===== src/rtl/cfp_pkg.sv =====
package cfp_pkg;

   typedef enum logic [2:0] {
      PH_ADDR = 3'd0,
      PH_SKIP = 3'd1,
      PH_CMD  = 3'd2,
      PH_DHI  = 3'd3,
      PH_DLO  = 3'd4
   } cfp_phase_e;

endpackage


===== src/rtl/cfp_addr_match.sv =====
module cfp_addr_match #(
   parameter int unsigned BYTE_W    = 8,
   parameter int unsigned NODE_ADDR = 1
) (
   input  logic [BYTE_W-1:0] byte_in,
   output logic              hit
);
   localparam logic [BYTE_W-1:0] NODE_L  = BYTE_W'(NODE_ADDR);
   localparam logic [BYTE_W-1:0] BCAST_L = '1;

   generate
      if (NODE_L == BCAST_L) begin : g_single
         // node address coincides with broadcast: one comparator suffices
         assign hit = (byte_in == BCAST_L);
      end else begin : g_dual
         assign hit = (byte_in == NODE_L) || (byte_in == BCAST_L);
      end
   endgenerate
endmodule


===== src/rtl/cfp_frame_seq.sv =====
module cfp_frame_seq
   import cfp_pkg::*;
#(
   parameter int unsigned SKIP_LEN = 3
) (
   input  logic clk,
   input  logic rst_n,
   input  logic valid,
   input  logic addr_hit,
   output logic take_cmd,
   output logic take_hi,
   output logic take_lo
);
   localparam int unsigned CNT_W = $clog2(SKIP_LEN + 1);
   localparam logic [CNT_W-1:0] SKIP_L = CNT_W'(SKIP_LEN);
   localparam logic [CNT_W-1:0] ONE_L  = CNT_W'(1);

   cfp_phase_e       phase, phase_nx;
   logic [CNT_W-1:0] skip_cnt, skip_cnt_nx;

   generate
      if (SKIP_LEN < 1) begin : g_bad_skip
         $error("SKIP_LEN must be at least 1");
      end
   endgenerate

   assign take_cmd = valid && (phase == PH_CMD);
   assign take_hi  = valid && (phase == PH_DHI);
   assign take_lo  = valid && (phase == PH_DLO);

   always_comb begin
      phase_nx    = phase;
      skip_cnt_nx = skip_cnt;
      if (valid) begin
         unique case (phase)
            PH_ADDR: begin
               if (addr_hit) begin
                  phase_nx = PH_CMD;
               end else begin
                  phase_nx    = PH_SKIP;
                  skip_cnt_nx = SKIP_L;
               end
            end
            PH_SKIP: begin
               skip_cnt_nx = skip_cnt - ONE_L;
               if (skip_cnt == ONE_L) phase_nx = PH_ADDR;
            end
            PH_CMD:  phase_nx = PH_DHI;
            PH_DHI:  phase_nx = PH_DLO;
            PH_DLO:  phase_nx = PH_ADDR;
            default: phase_nx = PH_ADDR;
         endcase
      end
   end

   always_ff @(posedge clk) begin
      if (!rst_n) begin
         phase    <= PH_ADDR;
         skip_cnt <= '0;
      end else begin
         phase    <= phase_nx;
         skip_cnt <= skip_cnt_nx;
      end
   end


   skip_nonzero_chk: assert property (@(posedge clk) disable iff (!rst_n)
      (phase == PH_SKIP) |-> (skip_cnt != '0));


   skip_bound_chk: assert property (@(posedge clk) disable iff (!rst_n)
      skip_cnt <= SKIP_L);


   idle_hold_chk: assert property (@(posedge clk) disable iff (!rst_n)
      !valid |=> $stable(phase) && $stable(skip_cnt));
endmodule


===== src/rtl/cfp_word_build.sv =====
module cfp_word_build #(
   parameter int unsigned BYTE_W  = 8,
   parameter int unsigned SET_CMD = 1
) (
   input  logic                clk,
   input  logic                rst_n,
   input  logic [BYTE_W-1:0]   byte_in,
   input  logic                take_cmd,
   input  logic                take_hi,
   input  logic                take_lo,
   output logic [2*BYTE_W-1:0] word_out,
   output logic                word_stb
);
   localparam logic [BYTE_W-1:0] SET_L = BYTE_W'(SET_CMD);

   logic              is_set;
   logic [BYTE_W-1:0] hi_q;

   always_ff @(posedge clk) begin
      if (!rst_n) begin
         is_set   <= 1'b0;
         hi_q     <= '0;
         word_out <= '0;
         word_stb <= 1'b0;
      end else begin
         word_stb <= 1'b0;
         if (take_cmd) is_set <= (byte_in == SET_L);
         if (take_hi)  hi_q   <= byte_in;
         if (take_lo && is_set) begin
            word_out <= {hi_q, byte_in};
            word_stb <= 1'b1;
         end
      end
   end


   stb_cause_chk: assert property (@(posedge clk) disable iff (!rst_n)
      word_stb |-> $past(take_lo));


   stb_single_chk: assert property (@(posedge clk) disable iff (!rst_n)
      word_stb |=> !word_stb);


   word_hold_chk: assert property (@(posedge clk) disable iff (!rst_n)
      !word_stb |-> $stable(word_out));
endmodule


===== src/rtl/frame_cmd_parser.sv =====
module frame_cmd_parser #(
   parameter int unsigned BYTE_W    = 8,
   parameter int unsigned NODE_ADDR = 1,
   parameter int unsigned SET_CMD   = 1,
   parameter int unsigned SKIP_LEN  = 3
) (
   input  logic                clk,
   input  logic                rst_n,
   input  logic [BYTE_W-1:0]   rx_byte,
   input  logic                rx_valid,
   output logic [2*BYTE_W-1:0] upd_data,
   output logic                upd_strobe,
   output logic                bus_drv_en
);
   logic hit, take_cmd, take_hi, take_lo;

   generate
      if (BYTE_W < 2) begin : g_bad_width
         $error("BYTE_W must be at least 2");
      end
      if (NODE_ADDR >= (1 << BYTE_W)) begin : g_bad_addr
         $error("NODE_ADDR does not fit in BYTE_W bits");
      end
   endgenerate

   assign bus_drv_en = 1'b0;

   cfp_addr_match #(.BYTE_W(BYTE_W), .NODE_ADDR(NODE_ADDR)) u_match (
      .byte_in (rx_byte),
      .hit     (hit)
   );

   cfp_frame_seq #(.SKIP_LEN(SKIP_LEN)) u_seq (
      .clk      (clk),
      .rst_n    (rst_n),
      .valid    (rx_valid),
      .addr_hit (hit),
      .take_cmd (take_cmd),
      .take_hi  (take_hi),
      .take_lo  (take_lo)
   );

   cfp_word_build #(.BYTE_W(BYTE_W), .SET_CMD(SET_CMD)) u_build (
      .clk      (clk),
      .rst_n    (rst_n),
      .byte_in  (rx_byte),
      .take_cmd (take_cmd),
      .take_hi  (take_hi),
      .take_lo  (take_lo),
      .word_out (upd_data),
      .word_stb (upd_strobe)
   );


   take_onehot_chk: assert property (@(posedge clk) disable iff (!rst_n)
      $onehot0({take_cmd, take_hi, take_lo}));
endmodule


===== config.mk =====
export PLATFORM = sky130hd
export DESIGN_NAME = frame_cmd_parser
export DESIGN_NICKNAME = d
export VERILOG_FILES = /design/src/rtl/cfp_pkg.sv /design/src/rtl/cfp_addr_match.sv /design/src/rtl/cfp_frame_seq.sv /design/src/rtl/cfp_word_build.sv /design/src/rtl/frame_cmd_parser.sv
export SDC_FILE = /design/constraint.sdc
export NUM_CORES = 1
export LEC_CHECK = 0
export ABC_AREA = 0
export BUFFER_PORTS_ARGS = -buffer_cell sky130_fd_sc_hd__buf_2
export CORE_UTILIZATION = 25
export CTS_CLUSTER_DIAMETER = 200
export DETAILED_ROUTE_END_ITERATION = 16
export PLACE_DENSITY_LB_ADDON = 0.05
export SYNTH_ARGS = -nofsm -noshare
export SYNTH_HDL_FRONTEND = slang
export SYNTH_HIERARCHICAL = 1
export SYNTH_SLANG_ARGS = --single-unit

===== constraint.sdc =====
create_clock -name clk -period 4.72 [get_ports clk]
set_input_delay 1.18 -clock clk [delete_from_list [all_inputs] [get_ports clk]]
set_output_delay 1.18 -clock clk [all_outputs]
set_load 0.02 [all_outputs]

==> results of run 1 <==
## power by group through the flow
stage               registers (W)   logic, W  clock network (W)
finish                   0.000267  0.0000274           0.000210
global route             0.000267  0.0000308           0.000233
floorplan                0.000272  0.0000153                  0
global placement         0.000272  0.0000273                  0
detailed placement       0.000272  0.0000277                  0
CTS                      0.000266  0.0000277           0.000222
## state kept, by name, indices dropped and copies added, names as in the netlist
register          flops
u_build/word_stb      1
u_seq/skip_cnt        2
u_build/hi_q          8
u_build/is_set        1
u_seq/phase           3
u_build/word_out     16
## synth_stat cells (2+ instances only)
library cell / n
dfxtp_1: 31
nand3_1: 18
a21bo_1: 13
a21oi_2: 13
mux2i_1: 8
nor2_1: 8
buf_2: 5
buf_6: 5
a21oi_1: 4
a21bo_2: 3
inv_1: 3
nand4_1: 3
and2b_2: 2
buf_4: 2
nand2_1: 2
nor3_1: 2
## metrics by stage
step           power, W  instance area (um^2)  worst slack (ns)  std cells
4_1_cts        0.000517                  1700              2.27        240
3_3_place_gp   0.000300                  1610              1.98        233
2_1_floorplan  0.000287                  1460              2.30        144
5_1_grt        0.000530                  1700              2.21        240
3_5_place_dp   0.000300                  1610              1.97        233
6_report       0.000504                  1700              2.28        240
## per-layer routing
| metal | up-vias | routed length, um | GRT usage |
|---|---|---|---|
| met5 | - | 0 | 0 |
| li1 | 572 | - | - |
| met2 | 20 | 1570 | 0.190 |
| met3 | 6 | 136 | 0.0430 |
| met4 | 0 | 50 | 0.0444 |
| met1 | 540 | 1770 | 0.159 |
## logic make-up (layout without fill, tap and decap cells)
family / count (synthesis) / after routing
compound gates: 44 / 44
simple gates: 43 / 43
flops: 31 / 31
buf+inv: 16 / 40
mux: 8 / 8
fa+ha+maj: 1 / 1
other cells: 1 / 1
## worst max-delay path: cells and delay by family
kind	cells	cell delay, ns
and+or+nand+nor	1	0.52
buffers and inverters	1	0.14
AOI/OAI and AO/OA	3	0.76
## area by class of cell
cell class,instances,area share
clock buffer,6,0.0487
clock inverter,1,0.00295
inverter,4,0.00886
multi-input combinational,97,0.432
sequential,31,0.366
tap,72,0.0531
timing repair buffer,29,0.0886
## worst max path at each step
stage	slack (ns)	depth (start not counted)	endpoint	from
after global placement	1.98	5	u_seq/skip_cnt[1]	rx_byte[6]
after floorplan	2.30	4	u_seq/skip_cnt[1]	rx_byte[6]
after CTS	2.27	5	u_seq/skip_cnt[1]	rx_byte[6]
final	2.28	5	u_seq/skip_cnt[1]	rx_byte[6]
after global routing	2.21	5	u_seq/skip_cnt[1]	rx_byte[6]
after detailed placement	1.97	5	u_seq/skip_cnt[1]	rx_byte[6]
==> metrics.md, run 1 <==
| Metric | Value |
|---|---|
| Vias | 1,138 |
| Placer's final routability congestion estimate | 0.698 |
| Deepest clock path buffer count | 2 |
| Vias per std cell | 4.74 |
| EDFF count, synth | 0 |
| Post-synthesis sequential area ratio | 0.424 |
| Util after Layout | 0.304 |
| Total setup buffers inserted after CTS | 0 |
| Top post-synthesis cells by area | dfxtp_1 42%, a21bo_1 8.9%, a21oi_2 7.8% |
| Worst Hold End | u_build/word_out[13] |
| Clock Skew | 0.00299 ns |
| Net Sw Power | 0.000116 W |
| Yosys warns | 6 |
| Data required, critical path | 4.89 ns |
| Most frequent cells in the layout | 31 x dfxtp_1, 27 x buf_2, 18 x nand3_1, 13 x a21bo_1, 13 x a21oi_2 |
| Diode count | 0 |
| Yosys reg bits | 31 |
| R2r endpoint | u_build/word_out[8] |
| Worst path slowest cell | or4_1 |
| Initial Util | 0.263 |
| CTS tree | built |
| Post-synthesis net count | 156 |
| Pleak | 0.658 nW |
| Reg-to-reg slack, setup | 3.04 ns |
| Die height | 78.5 um |
| RSZ-0062 raised after global routing | no |
| First-pass GRT wire length | 5.66 mm |
| DRT antenna net count | 0 |
| Worst-Margin Slew | 1.01 ns |
| Starting DRT DRC Count | 47 |
| Worst setup EP type | flip-flop |
| Post-Syn Area | 1460 um^2 |
| CTS HTree Levels | 2 |
| Maxcap violations | 0 |
| Fraction of final layout cells sized beyond drive strength 1 | 0.357 |
| Int Power | 0.000388 W |
| Fin crit share | 0.516 |
| VDD IR max | 0.0930 mV |
| Detailed Routing Iterations Pass 1 | 4 |
| Yosys top cell by area | dfxtp_1 |
| Post-synthesis cell type count | 38 |
| Min-Delay Path Class | flip-flop to flip-flop |
| Std cell rows | 27 |
| Fmax | 410 MHz |
| Num CTS Buffers | 5 |
| Synth Area in Compound Gates | 0.270 |
| Multi-input logic area | 732 um^2 |
| WL final | 3.52 mm |
| Initial antenna violation count | 0 |
| Setup tns final | 0 ns |
| Resized cells post-CTS | 0 |
| Critical Path Max Stage Delay | 0.52 ns |
| Part of the power in the clock network | 0.416 |
| Pins Over Slew Limit | 0 |
| Post-synthesis mux area share | 0.0547 |
| Hold_buf cts | 0 |
| HP Start | u_build/hi_q[5] |
| Vias in the first global route | 1,050 |
| Clk sinks | 31 |
| Crit path time final | 2.44 ns |
| Largest net degree at the start of global routing | 34 |
| Setup Crit Path Kind | primary input to flip-flop |
| Final hold slack | 0.482 ns |
| GRT Total Usage | 0.124 |
| NumNets Final | 180 |
| Max_slew headroom | 0.323 |
| Drc violations | 0 |
| Share of the synthesized area in the top cell type | 0.424 |
| Clock root cell | clkbuf_8 |
| Worst r2r src | u_seq/phase[1] |
| Main synth FF type | dfxtp_1 |
| Mapped Cells | 144 |
| CP Max Fanout | 5 |
| Clock slew at reported path FFs | 0.06 ns |
| Number of I/O pins | 29 |
| Commonest non-fill, non-tap cell in the layout | dfxtp_1 |
| Hold Path Stages | 2 |
| Core outline area | 5570 um^2 |
| Number of port buffers | 27 |
| Post-Synth Adder-Cell Area | 0.00855 |
| Setup violations, final | 0 |
| Clk_lat worst skew | 0.28 ns |
| Register area | 621 um^2 |
| Per-cell routed wire length | 14.7 um |
| Die footprint | 6170 um^2 |
| Status | completed |
| Combinational Power Share | 0.054 |
| Syn avg cell area | 10.2 um^2 |
| Final hold viol count | 0 |
| Largest family of logic cells by synthesized area | compound AO/OA/AOI/OAI gates |
| Worst-path cell chain | buf_2 > or4_1 > o22ai_1 > a211oi_2 > o221a_2 |
| Total grt overflow | 0 |
| Power Dens Cells | 297 nW/um^2 |
| Post-Synth Simple-Gate Area | 0.164 |
| CP startpoint kind | primary input |
| Register-to-Register Path Depth | 4 |
| Xor/xnor share of the synthesized area | 0 |
| Die Width | 78.5 um |
| Hpwl dp | 2.38 mm |
| Switching share of power | 0.231 |
| Layout Area Growth over Synthesis | 15.8% |
| Seq pwr share | 0.529 |
| Async set-or-reset flop fraction in the synthesized netlist | 0 |
| Fillers | 602 |
| CP arrival | 2.61 ns |
Power figures use the tool's default switching activity.
==> run 2: changes to the inputs <==
clock period = 2 ns   (was 4.72 ns; I/O delays follow)
==> run 2 against run 1 <==
- non-clock buffer count is 12 higher
- count of clock-buffer cells in the layout is 1 higher
- clock power is 130% higher
- combinational power grew to 2.9 times the previous value
- worst setup slack worse by 2.0 ns
- first-iteration DRC count is 21% higher
- global-route usage is 0.62 points higher
- hold slack better by 0.0026 ns
- via count is 7.2% higher
- register-to-register slack worse by 2.6 ns
- critical path depth is 1 higher
- cell count is 5.4% higher
==> metrics.md, run 2 (same netlist as run 1, synthesis figures left out) <==
| Metric | Value |
|---|---|
| Fin crit share | 0.859 |
| Resized cells post-CTS | 0 (unchanged) |
| Largest net degree at the start of global routing | 27 (was 34) |
| Crit-path leading delay family | compound AO/OA/AOI/OAI gates (unchanged) |
| Vias | 1,220 (was 1,138) |
| Combinational Power Share | 0.066 (was 0.054) |
| Power Dens Cells | 655 nW/um^2 (was 297 nW/um^2) |
| Data required, critical path | 2.17 ns (was 4.89 ns) |
| Drc violations | 0 (unchanged) |
| Total grt overflow | 0 (unchanged) |
| Initial Util | 0.263 (unchanged) |
| CP arrival | 1.89 ns (was 2.61 ns) |
| Core outline area | 5570 um^2 (unchanged) |
| GRT Total Usage | 0.130 (was 0.124) |
| Worst-path cell chain | buf_2 > or4_1 > o22ai_1 > buf_4 > a211oi_2 > o221a_2 (was buf_2 > or4_1 > o22ai_1 > a211oi_2 > o221a_2) |
| Layout Area Growth over Synthesis | 23.2% (was 15.8%) |
| Clock Skew | 0.00195 ns (was 0.00299 ns) |
| WL final | 3.58 mm (was 3.52 mm) |
| WP buf/inv | 2 (was 1) |
| Starting DRT DRC Count | 57 (was 47) |
| Setup tns final | 0 ns (unchanged) |
| Fraction of final layout cells sized beyond drive strength 1 | 0.392 (was 0.357) |
| Register-to-Register Path Depth | 5 (was 4) |
| Stages on the worst setup path | 6 (was 5) |
| DRT antenna net count | 0 (unchanged) |
| Biggest regs | u_build/word_out x16, u_build/hi_q x8, u_seq/phase x3 (unchanged) |
| Seq pwr share | 0.532 (was 0.529) |
| Int Power | 0.000899 W (was 0.000388 W) |
| Std cell rows | 27 (unchanged) |
| Reg-to-reg slack, setup | 0.46 ns (was 3.04 ns) |
| Detailed Routing Iterations Pass 1 | 4 (unchanged) |
| Final hold viol count | 0 (unchanged) |
| CTS HTree Levels | 2 (unchanged) |
| Clk_lat worst skew | 0.28 ns (about the same) |
| Crit path time final | 1.72 ns |
| Tot Pwr | 0.00118 W (was 0.000504 W) |
| Initial antenna violation count | 0 (unchanged) |
| Number of port buffers | 27 (unchanged) |
| CP startpoint kind | primary input (unchanged) |
| Max reg flops | 16 (unchanged) |
| Hold Path Stages | 2 (unchanged) |
| Pins Over Slew Limit | 0 (unchanged) |
| Top reg by flops | u_build/word_out (unchanged) |
| Per-cell routed wire length | 14.1 um (was 14.7 um) |
| Die footprint | 6170 um^2 (unchanged) |
| Clock root cell | clkbuf_8 (unchanged) |
| Switching share of power | 0.239 (was 0.231) |
| Fillers | 593 (was 602) |
| Num CTS Buffers | 5 (unchanged) |
| Setup Crit Path Kind | primary input to flip-flop (unchanged) |
| Vias per std cell | 4.82 (was 4.74) |
| CTS tree | built (unchanged) |
| Most frequent cells in the layout | 31 x dfxtp_1, 27 x buf_2, 18 x nand3_1, 13 x a21bo_1, 13 x a21oi_2 (unchanged) |
| Die height | 78.5 um (unchanged) |
| Net Sw Power | 0.000282 W (was 0.000116 W) |
| Deepest clock path buffer count | 2 (unchanged) |
| Placer's final routability congestion estimate | 0.756 (was 0.698) |
| Diode count | 0 (unchanged) |
| Status | completed (unchanged) |
| Vias in the first global route | 1,260 (was 1,050) |
| RSZ-0062 raised after global routing | no (unchanged) |
| VDD IR max | 0.242 mV (was 0.0930 mV) |
| Maxcap violations | 0 (unchanged) |
| Critical Path Max Stage Delay | 0.51 ns (was 0.52 ns) |
| Clk sinks | 31 (unchanged) |
| CP Max Fanout | 3 (was 5) |
| Die Width | 78.5 um (unchanged) |
| Clock slew at reported path FFs | 0.06 ns (about the same) |
| Worst setup EP type | flip-flop (unchanged) |
| Part of the power in the clock network | 0.401 (was 0.416) |
| Commonest non-fill, non-tap cell in the layout | dfxtp_1 (unchanged) |
| Worst path slowest cell | or4_1 (unchanged) |
| Hpwl dp | 2.44 mm (was 2.38 mm) |
| First-pass GRT wire length | 6.07 mm (was 5.66 mm) |
| Setup violations, final | 0 (unchanged) |
| Hold_buf cts | 0 (unchanged) |
| Min-Delay Path Class | flip-flop to flip-flop (unchanged) |
| Fmax | 582 MHz |
| Number of I/O pins | 29 (unchanged) |
| Total setup buffers inserted after CTS | 0 (unchanged) |
| NumNets Final | 192 (was 180) |
| Pleak | 0.718 nW (was 0.658 nW) |
==> run 2: worst paths after layout <==
path	from	end
setup / recovery	rx_byte[6]	u_seq/skip_cnt[1]
hold / removal	u_build/hi_q[7]	u_build/word_out[15]
setup reg to reg	u_seq/phase[1]	u_build/word_out[11]
hold reg to reg	u_build/hi_q[7]	u_build/word_out[15]
==> run 2: cell type report <==
cell class / count / area [um^2] / area share
flip-flops and latches: 31 / 621 / 0.344
repair buffers: 41 / 265 / 0.147
inverters: 4 / 15.0 / 0.00832
clock buffers: 7 / 76.3 / 0.0423
well taps: 72 / 90.1 / 0.0499
clock inverters: 1 / 5.00 / 0.00277
multi-input cells: 97 / 732 / 0.406
==> run 2: power groups by stage <==
| stage | Clock [W] | Combinational (W) | Sequential, W |
|---|---|---|---|
| floorplan | 0 | 0.0000360 | 0.000641 |
| global route | 0.000533 | 0.0000863 | 0.000629 |
| CTS | 0.000501 | 0.0000789 | 0.000629 |
| finish | 0.000474 | 0.0000782 | 0.000629 |
| global placement | 0 | 0.0000777 | 0.000643 |
| detailed placement | 0 | 0.0000782 | 0.000643 |
==> run 2: tightest hold or removal path, stage by stage, from the launching register on <==
cell     delay, ns
dfxtp_1       0.32
nand3_1       0.07
a21oi_1       0.05
==> run 2: per-stage QoR <==
stage | area, um^2 | setup slack (ns) | instances | utilization | hold WS [ns]
detailed placement | 1720 | 0.0313 | 245 | 0.309 | 0.477
global route | 1800 | 0.334 | 253 | 0.324 | 0.505
floorplan | 1460 | 0.258 | 144 | - | 0.443
global placement | 1720 | 0.0249 | 245 | 0.309 | 0.466
CTS | 1800 | 0.338 | 253 | 0.324 | 0.487
finish | 1800 | 0.282 | 253 | 0.324 | 0.485
==> run 2: layer usage <==
metal  GRT usage  wire length (um)  up-vias
li1            -                 -      592
met3      0.0442               226        9
met2       0.197              1610       37
met4      0.0704                96        0
met1       0.162              1650      582
met5           0                 0        -
==> run 3: changes to the inputs <==
BUFFER_PORTS_ARGS = -buffer_cell sky130_fd_sc_hd__buf_4   (was -buffer_cell sky130_fd_sc_hd__buf_2)
CELL_PAD_IN_SITES_DETAIL_PLACEMENT = 0   (was not set)
CELL_PAD_IN_SITES_GLOBAL_PLACEMENT = 1   (was not set)
==> run 3 against run 2 <==
- total power grew 6.6%
- die area is the same
- flip-flop and latch count is the same
- fmax is essentially flat
- combinational power grew 4.1%
- utilization grew 0.92 points
- clock skew grew 0.0033 ns
- critical path type unchanged
- critical endpoint unchanged
- wire length grew 0.50%
- sequential power is essentially flat
- sequential share of layout area shrank 0.95 points
- count of clock-buffer cells in the layout grew 1
==> metrics.md, run 3 (same netlist as run 1, synthesis figures left out) <==
| Metric | Value |
|---|---|
| WL final | 3.59 mm (was 3.58 mm) |
| CTS tree | built (unchanged) |
| Total grt overflow | 0 (unchanged) |
| Die Width | 78.5 um (unchanged) |
| Detailed Routing Iterations Pass 1 | 4 (unchanged) |
| Worst setup EP type | flip-flop (unchanged) |
| Total setup buffers inserted after CTS | 0 (unchanged) |
| Clock Skew | 0.00527 ns (was 0.00195 ns) |
| Number of I/O pins | 29 (unchanged) |
| Crit path time final | 1.72 ns (about the same) |
| Deepest clock path buffer count | 2 (unchanged) |
| HP Start | u_build/hi_q[7] (unchanged) |
| Commonest non-fill, non-tap cell in the layout | buf_4 (was dfxtp_1) |
| Placed Instances | 242 (was 245) |
| Worst Hold End | u_build/word_out[15] (unchanged) |
| Final hold slack | 0.474 ns (was 0.485 ns) |
| DRT antenna net count | 0 (unchanged) |
| Pins Over Slew Limit | 0 (unchanged) |
| CTS HTree Levels | 2 (unchanged) |
| Fin cells | 250 (was 253) |
| Core outline area | 5570 um^2 (unchanged) |
| GRT Total Usage | 0.128 (was 0.130) |
| Placer's final routability congestion estimate | 0.713 (was 0.756) |
| Most frequent cells in the layout | 37 x buf_4, 31 x dfxtp_1, 18 x nand3_1, 13 x a21bo_1, 13 x a21oi_2 (was 31 x dfxtp_1, 27 x buf_2, 18 x nand3_1, 13 x a21bo_1, 13 x a21oi_2) |
| Die height | 78.5 um (unchanged) |
| Power Dens Cells | 679 nW/um^2 (was 655 nW/um^2) |
| RSZ-0062 raised after global routing | no (unchanged) |
| Hold Path Stages | 2 (unchanged) |
| Final hold viol count | 0 (unchanged) |
| Fmax | 582 MHz (about the same) |
| CP Max Fanout | 3 (unchanged) |
| Layout Area Growth over Synthesis | 26.8% (was 23.2%) |
| Status | completed (unchanged) |
| Tot Pwr | 0.00126 W (was 0.00118 W) |
| Diode count | 0 (unchanged) |
| Part of the power in the clock network | 0.436 (was 0.401) |
| Hold_buf cts | 0 (unchanged) |
| Drc violations | 0 (unchanged) |
| Placed cell areas | 1760 um^2 (was 1720 um^2) |
| Seq pwr share | 0.500 (was 0.532) |
| Initial antenna violation count | 0 (unchanged) |
| VDD IR max | 0.361 mV (was 0.242 mV) |
| Num CTS Buffers | 5 (unchanged) |
| Clk_lat worst skew | 0.28 ns (about the same) |
| Data required, critical path | 2.17 ns (about the same) |
| Clk sinks | 31 (unchanged) |
| Fillers | 589 (was 593) |
| Top reg by flops | u_build/word_out (unchanged) |
| Vias in the first global route | 1,188 (was 1,260) |
| Worst r2r src | u_seq/phase[2] (was u_seq/phase[1]) |
| Clock slew at reported path FFs | 0.07 ns (was 0.06 ns) |
| R2r endpoint | u_build/hi_q[2] (was u_build/word_out[11]) |
| Vias | 1,162 (was 1,220) |
| Maxcap violations | 0 (unchanged) |
| Combinational Power Share | 0.065 (was 0.066) |
| Setup Crit Path Kind | primary input to flip-flop (unchanged) |
| NumNets Final | 189 (was 192) |
| Int Power | 0.000973 W (was 0.000899 W) |
| Clock root cell | clkbuf_8 (unchanged) |
| Number of port buffers | 27 (unchanged) |
| Switching share of power | 0.227 (was 0.239) |
| Per-cell routed wire length | 14.4 um (was 14.1 um) |
| CP arrival | 1.89 ns (about the same) |
| CP startpoint kind | primary input (unchanged) |
| Std cell rows | 27 (unchanged) |
| Starting DRT DRC Count | 30 (was 57) |
| Min-Delay Path Class | flip-flop to flip-flop (unchanged) |
| Fraction of final layout cells sized beyond drive strength 1 | 0.388 (was 0.392) |
| Vias per std cell | 4.65 (was 4.82) |
| Net Sw Power | 0.000286 W (was 0.000282 W) |
| Die footprint | 6170 um^2 (unchanged) |
| Pleak | 0.716 nW (was 0.718 nW) |
| Setup tns final | 0 ns (unchanged) |
| Fin crit share | 0.858 (was 0.859) |
| Largest net degree at the start of global routing | 34 (was 27) |
| First-pass GRT wire length | 5.95 mm (was 6.07 mm) |
| Register-to-Register Path Depth | 5 (unchanged) |
| Setup violations, final | 0 (unchanged) |
| Final Instance Area | 1860 um^2 (was 1800 um^2) |
| Biggest regs | u_build/word_out x16, u_build/hi_q x8, u_seq/phase x3 (unchanged) |
| Reg-to-reg slack, setup | 0.50 ns (was 0.46 ns) |
| Hpwl dp | 2.45 mm (was 2.44 mm) |
| Resized cells post-CTS | 0 (unchanged) |
| Initial Util | 0.263 (unchanged) |
| Max reg flops | 16 (unchanged) |
## run 3: cell count changes in the layout (fill, tap and decap cells not counted)
cell	before	now
buf_12	2	1
buf_2	27	0
buf_4	12	37
clkbuf_1	2	1
clkbuf_8	5	7
clkinv_2	1	0
## run 3: worst max path at each step
stage	start	end	slack [ns]	cells past startpoint
2_1_floorplan	rx_byte[6]	u_seq/skip_cnt[1]	0.26	4
5_1_grt	rx_byte[6]	u_seq/skip_cnt[1]	0.27	5
6_report	rx_byte[6]	u_seq/skip_cnt[1]	0.28	5
4_1_cts	rx_byte[6]	u_seq/skip_cnt[1]	0.28	5
3_5_place_dp	rx_byte[6]	u_seq/skip_cnt[1]	-0.02	5
3_3_place_gp	rx_byte[6]	u_seq/skip_cnt[1]	-0.02	5
## run 3: worst max-delay path: stages
cell	delay [ns]
buf_4	0.11
or4_1	0.52
o22ai_1	0.33
a211oi_2	0.15
o221a_2	0.28
## run 3: layer usage
layer | part of all wire | vias up | track usage
met5 | 0 | - | 0
met4 | 0.013 | 0 | 0.0500
met3 | 0.034 | 5 | 0.0314
met2 | 0.46 | 25 | 0.197
met1 | 0.49 | 543 | 0.171
li1 | - | 589 | -
## run 3: per-stage QoR
step	util	setup WS [ns]
after floorplan	-	0.258
after global placement	0.315	-0.0156
after detailed placement	0.315	-0.0245
after CTS	0.333	0.281
after global routing	0.333	0.271
final	0.333	0.283
## run 3: layout make-up
cell class                 instances  area [um^2]  area share
tap                               72         90.1      0.0486
clock buffer                       8          100      0.0539
inverter                           4         15.0     0.00809
timing repair buffer              38          298       0.160
multi-input combinational         97          732       0.394
sequential                        31          621       0.334
## run 3: power by group through the flow
stage	combinational [W]	sequential, W	clock, W
2_1_floorplan	0.0000360	0.000641	0
3_3_place_gp	0.0000817	0.000643	0
3_5_place_dp	0.0000825	0.000643	0
4_1_cts	0.0000825	0.000629	0.000577
5_1_grt	0.0000900	0.000629	0.000603
6_report	0.0000814	0.000629	0.000549
